### src/rtl/i2s_tx_pkg.sv
package i2s_tx_pkg;

    typedef enum logic {
        CH_LEFT  = 1'b0,
        CH_RIGHT = 1'b1
    } chan_e;

    function automatic chan_e other_chan(input chan_e c);
        return (c == CH_LEFT) ? CH_RIGHT : CH_LEFT;
    endfunction

    function automatic int unsigned cnt_bits(input int unsigned n);
        return (n > 1) ? $clog2(n) : 1;
    endfunction

endpackage

### src/rtl/i2s_bclk_div.sv
module i2s_bclk_div
    import i2s_tx_pkg::*;
#(
    parameter int unsigned CLK_DIV = 4
) (
    input  logic clk,
    input  logic rst,
    output logic bclk_o,
    output logic fall_o
);
    localparam int unsigned HALF  = CLK_DIV / 2;
    localparam int unsigned CNT_W = cnt_bits(HALF);
    localparam logic [CNT_W-1:0] TERM = CNT_W'(HALF - 1);

    logic [CNT_W-1:0] cnt_q;
    logic             bclk_q;

    always_ff @(posedge clk) begin
        if (rst) begin
            cnt_q  <= '0;
            bclk_q <= 1'b0;
        end else if (cnt_q == TERM) begin
            cnt_q  <= '0;
            bclk_q <= ~bclk_q;
        end else begin
            cnt_q  <= cnt_q + 1'b1;
        end
    end

    assign bclk_o = bclk_q;
    assign fall_o = bclk_q && (cnt_q == TERM);


    fall_low_chk: assert property (@(posedge clk) disable iff (rst)
        fall_o |=> !bclk_o);

endmodule

### src/rtl/i2s_chan_hold.sv
module i2s_chan_hold #(
    parameter int unsigned DATA_W = 16
) (
    input  logic              clk,
    input  logic              rst,
    input  logic              ld_i,
    input  logic [DATA_W-1:0] din_i,
    output logic [DATA_W-1:0] q_o
);
    logic [DATA_W-1:0] q_r;

    always_ff @(posedge clk) begin
        if (rst)       q_r <= '0;
        else if (ld_i) q_r <= din_i;
    end

    assign q_o = q_r;


    hold_keep_chk: assert property (@(posedge clk) disable iff (rst)
        !ld_i |=> $stable(q_o));

endmodule

### src/rtl/i2s_frame_shifter.sv
module i2s_frame_shifter
    import i2s_tx_pkg::*;
#(
    parameter int unsigned DATA_W = 16
) (
    input  logic              clk,
    input  logic              rst,
    input  logic              fall_i,
    input  logic [DATA_W-1:0] left_i,
    input  logic [DATA_W-1:0] right_i,
    output logic              ws_o,
    output logic              sd_o
);
    localparam int unsigned POS_W = cnt_bits(DATA_W);
    localparam logic [POS_W-1:0] LAST = POS_W'(DATA_W - 1);

    chan_e             ws_q;
    logic [POS_W-1:0]  pos_q;
    logic [DATA_W-1:0] sh_q;
    logic              sd_q;
    chan_e             nxt_ch;
    logic [DATA_W-1:0] nxt_word;

    always_comb begin
        nxt_ch   = other_chan(ws_q);
        nxt_word = (nxt_ch == CH_LEFT) ? left_i : right_i;
    end

    always_ff @(posedge clk) begin
        if (rst) begin
            ws_q  <= CH_LEFT;
            pos_q <= LAST;
            sh_q  <= '0;
            sd_q  <= 1'b0;
        end else if (fall_i) begin
            sd_q <= sh_q[DATA_W-1];
            if (pos_q == LAST) begin
                ws_q  <= nxt_ch;
                pos_q <= '0;
                sh_q  <= nxt_word;
            end else begin
                pos_q <= pos_q + 1'b1;
                sh_q  <= {sh_q[DATA_W-2:0], 1'b0};
            end
        end
    end

    assign ws_o = ws_q;
    assign sd_o = sd_q;


    slot_start_chk: assert property (@(posedge clk) disable iff (rst)
        !$stable(ws_o) |-> (pos_q == '0));

endmodule

### src/rtl/i2s_master_tx.sv
module i2s_master_tx
    import i2s_tx_pkg::*;
#(
    parameter int unsigned DATA_W  = 16,
    parameter int unsigned CLK_DIV = 4
) (
    input  logic              clk,
    input  logic              rst,
    input  logic [DATA_W-1:0] left_data_i,
    input  logic              left_vld_i,
    input  logic [DATA_W-1:0] right_data_i,
    input  logic              right_vld_i,
    output logic              bclk_o,
    output logic              ws_o,
    output logic              sd_o
);
    logic                          fall_w;
    logic [1:0]                    ld_w;
    logic [1:0][DATA_W-1:0]        din_w;
    logic [1:0][DATA_W-1:0]        held_w;

    assign ld_w[CH_LEFT]   = left_vld_i;
    assign ld_w[CH_RIGHT]  = right_vld_i;
    assign din_w[CH_LEFT]  = left_data_i;
    assign din_w[CH_RIGHT] = right_data_i;

    i2s_bclk_div #(.CLK_DIV(CLK_DIV)) u_div (
        .clk    (clk),
        .rst    (rst),
        .bclk_o (bclk_o),
        .fall_o (fall_w)
    );

    for (genvar c = 0; c < 2; c++) begin : g_hold
        i2s_chan_hold #(.DATA_W(DATA_W)) u_hold (
            .clk   (clk),
            .rst   (rst),
            .ld_i  (ld_w[c]),
            .din_i (din_w[c]),
            .q_o   (held_w[c])
        );
    end

    i2s_frame_shifter #(.DATA_W(DATA_W)) u_shift (
        .clk     (clk),
        .rst     (rst),
        .fall_i  (fall_w),
        .left_i  (held_w[CH_LEFT]),
        .right_i (held_w[CH_RIGHT]),
        .ws_o    (ws_o),
        .sd_o    (sd_o)
    );


    reset_out_chk: assert property (@(posedge clk) disable iff (rst)
        $past(rst) |-> (!bclk_o && !ws_o && !sd_o));


    ws_edge_chk: assert property (@(posedge clk) disable iff (rst)
        !$stable(ws_o) |-> $fell(bclk_o));


    sd_edge_chk: assert property (@(posedge clk) disable iff (rst)
        !$stable(sd_o) |-> $fell(bclk_o));

endmodule

### config.mk
export PLATFORM = sky130hd
export DESIGN_NAME = i2s_master_tx
export DESIGN_NICKNAME = d
export VERILOG_FILES = /design/src/rtl/i2s_tx_pkg.sv /design/src/rtl/i2s_bclk_div.sv /design/src/rtl/i2s_chan_hold.sv /design/src/rtl/i2s_frame_shifter.sv /design/src/rtl/i2s_master_tx.sv
export SDC_FILE = /design/constraint.sdc
export NUM_CORES = 1
export LEC_CHECK = 0
export BUFFER_PORTS_ARGS = -buffer_cell sky130_fd_sc_hd__buf_2
export CORE_UTILIZATION = 45
export CTS_CLUSTER_DIAMETER = 80
export DETAILED_ROUTE_END_ITERATION = 12
export GPL_TIMING_DRIVEN = 0
export PLACE_DENSITY = 0.65
export SLEW_MARGIN = 20
export SYNTH_ARGS = -nofsm -noshare
export SYNTH_HDL_FRONTEND = slang
export SYNTH_HIERARCHICAL = 1
export SYNTH_SLANG_ARGS = --single-unit
### constraint.sdc
create_clock -name clk -period 1.6 [get_ports clk]
set_input_delay 0.24 -clock clk [delete_from_list [all_inputs] [get_ports clk]]
set_output_delay 0.24 -clock clk [all_outputs]
set_load 0.03 [all_outputs]
==> impl_metrics.csv <==
group,metric,value,unit
run_status,status,"finished clean",
placed_design,gp_congestion,0.782,
power_and_ir_drop,switching_power,671,uW
floorplan,dieArea,5350,um2
detailed_routing,wl_per_cell,13.0,um
worst_hold_path,hold_path.class,"in -> reg",
logic_synthesis,synth_seq_cells,56,
grt,grt_pass1_vias,1484,
critical_path,critical_path_class,"reg -> reg",
logic_synthesis,synth_edf_count,0,
power_and_ir_drop,seqPwrFrac,57.6,%
logic_synthesis,synthMuxAreaShare,22.0,%
logic_synthesis,synth_compound_area_share,10.5,%
cts,cts_buffers,5,
cts,clock_latency,0.31,ns
power_and_ir_drop,ir_drop,648,uV
detailed_routing,vias_per_cell,5.02,
detailed_routing,drt_drc_violations_left,0,
logic_synthesis,ys_async_sr_fraction,0,%
sta,fmax,0.687,GHz
logic_synthesis,synth_xor_area_share,0.769,%
logic_synthesis,yosysWarnings,6,
logic_synthesis,netlist-cell-type-count,28,
cells_and_area,area_delta_synth_final,15.9,%
power_and_ir_drop,power.density,986,nW/um2
sta,holdWs,0.155,ns
grt,grt_use_total,17.3,%
power_and_ir_drop,pwr-share-comb,12.5,%
logic_synthesis,synth-seq-area-share,49.2,%
critical_path,cp_slowest_cell,"dfxtp_1",
flow_run,drv_cap,0,
critical_path,cp.arrival,1.65,ns
sta,rsz0062_at_grt,"no",
power_and_ir_drop,clockPowerShare,29.8,%
critical_path,path_cells,"ha_2 > nand3_2 > clkbuf_4 > a32oi_1 > o21ai_1",
critical_path,cp_top_family,"flip-flops",
floorplan,die_h,73.2,um
detailed_routing,ant_nets,0,
power_and_ir_drop,p_leak,1.12,nW
sta,drv_slew,0,
power_and_ir_drop,swShare,25.8,%
floorplan,row_count,25,
floorplan,pin_count,39,
detailed_routing,wirelength,4190,um
cts,cts-root-buf,"clkbuf_8",
cells_and_area,drive_gt1_share,25.4,%
cts,cts_tree,"done",
placed_design,io_buffers,36,
detailed_routing,via_count,1620,
cts,clkSinkCount,56,
sta,fin_tns_setup,0,ns
floorplan,start_util,47.6,%
cts,cts_hold_buf,0,
logic_synthesis,syn_area_per_cell,10.7,um2
sta,setup_viol,0,
sta,post-route-min-period,1.46,ns
power_and_ir_drop,internal_power,1.93,mW
critical_path,worstSetupEndpointType,"register",
sta,relSlewSlack,80.1,%
sta,tightest_slew,0.294,ns
floorplan,fp.dieW,73.2,um
logic_synthesis,synth_top_family_by_area,"multiplexers",
logic_synthesis,syn_area,2280,um2
sta,hold_viol,0,
cells_and_area,antenna_cells,0,
grt,antenna_found_initial,0,
cts,ctsHtreeMaxLevel,2,
logic_synthesis,synth_simple_gate_area_share,10.2,%
sta,fin_skew,0.00840,ns
detailed_routing,drt_first_pass_iters,4,
placed_design,dp_hpwl,3100,um
logic_synthesis,syn-num-nets,249,
logic_synthesis,yosys.area_share.adder,0.549,%
detailed_routing,drt_iter0_drc,63,
cells_and_area,final_common_cell,"dfxtp_1",
cts,post_cts_buffers,0,
logic_synthesis,synthFlopType,"dfxtp_1",
critical_path,cp-start-kind,"register",
critical_path,crit_required,1.80,ns
cells_and_area,fin_nets,292,
cells_and_area,mostFrequentLayoutCells,"dfxtp_1 (55), mux2i_1 (50), buf_2 (39)",
cts,post_cts_resized,0,
cts,clock_path_buffers,2,
critical_path,slowest_delay,0.39,ns
grt,grt_pass1_wl,7000,um
floorplan,design.core.area,4790,um2
critical_path,r2r_slack,0.14,ns
cts,clkSlewWorstSetupHoldPaths,0.10,ns
cells_and_area,num-fill-cells,459,
critical_path,worstPathMaxFanout,10,
grt,grt_max_degree,19,
critical_path,worst-path-buf-inv,1,
logic_synthesis,synthCells,212,
grt,overflow,0,
sta,fin_crit_sh,91.0,%
-- metal layers --
| metal | wire, um | vias up | part of all wire, % | track usage (%) |
|---|---|---|---|---|
| met5 | 0 | - | 0 | 0 |
| met4 | 55 | 0 | 1.3 | 6.54 |
| met3 | 132 | 8 | 3.2 | 4.01 |
| met2 | 1780 | 27 | 43 | 25.6 |
| met1 | 2220 | 740 | 53 | 24.2 |
| li1 | - | 845 | - | - |
-- worst reg2reg max path, cell delays in order, from the launching register on --
cell	delay (ns)
dfxtp_1	0.39
ha_2	0.25
nand3_2	0.18
clkbuf_4	0.24
a32oi_1	0.21
o21ai_1	0.08
-- cell usage after synthesis, types with 2 or more instances --
library cell | number | share of area, %
dfxtp_1 | 56 | 49
a21oi_1 | 2 | 0.44
o21ai_1 | 11 | 2.4
buf_1 | 2 | 0.33
buf_6 | 6 | 3.0
nand2_1 | 4 | 0.66
o21ai_0 | 7 | 1.5
mux2i_1 | 50 | 22
buf_12 | 2 | 1.8
a32oi_1 | 15 | 5.8
buf_4 | 2 | 0.66
buf_2 | 4 | 0.88
nor2_1 | 36 | 5.9
-- power by group through the flow --
stage | sequential (mW) | clock (mW) | combinational, mW
5_1_grt | 1.51 | 0.856 | 0.360
6_report | 1.50 | 0.776 | 0.327
4_1_cts | 1.50 | 0.802 | 0.327
3_3_place_gp | 1.53 | 0 | 0.323
3_5_place_dp | 1.53 | 0 | 0.326
2_1_floorplan | 1.53 | 0 | 0.228
-- logic make-up (layout without fill, tap and decap cells) --
kind of cell             after synthesis  after routing
adder cells (fa/ha/maj)                1              1
flip-flops                            56             56
buffers and inverters                 17             61
multiplexers                          50             50
AND/OR/NAND/NOR                       50             50
XOR/XNOR                               2              2
AO/OA/AOI/OAI                         36             36
-- flip-flops by register name, indices dropped and copies added, names as in the netlist --
name	flops
u_shift/pos_q	4
g_hold.u_hold/q_o	32
u_div/bclk_o	1
u_shift/sh_q	16
u_div/cnt_q	1
u_shift/ws_o	1
u_shift/sd_o	1
-- area by class of cell --
cell class | instances | area (um2) | area share, %
repair buffers | 36 | 180 | 6.82
flip-flops and latches | 56 | 1120 | 42.5
inverters | 1 | 3.75 | 0.142
plain buffers | 16 | 153 | 5.78
multi-input cells | 139 | 1010 | 38.1
clock inverters | 3 | 22.5 | 0.853
well taps | 67 | 83.8 | 3.18
clock buffers | 5 | 68.8 | 2.61
-- per-stage QoR --
step / util, % / total power [mW] / setup slack (ns) / cells / cell area [um2]
floorplan: - / 1.76 / 0.128 / 212 / 2280
global placement: 53.1 / 1.85 / 0.139 / 315 / 2540
detailed placement: 53.1 / 1.86 / 0.110 / 315 / 2540
CTS: 55.0 / 2.63 / 0.0905 / 323 / 2630
global route: 55.2 / 2.73 / 0.0140 / 323 / 2640
finish: 55.2 / 2.60 / 0.145 / 323 / 2640
-- final timing paths --
path | depth (start not counted) | endpoint | startpoint
hold / removal | 3 | g_hold[1].u_hold/q_o[9] | right_data_i[9]
setup reg to reg | 5 | u_shift/sh_q[2] | u_shift/pos_q[1]
hold reg to reg | 1 | u_div/cnt_q | u_div/cnt_q
setup / recovery | 5 | u_shift/sh_q[2] | u_shift/pos_q[1]
No activity file was read; power rests on OpenSTA's default activity.
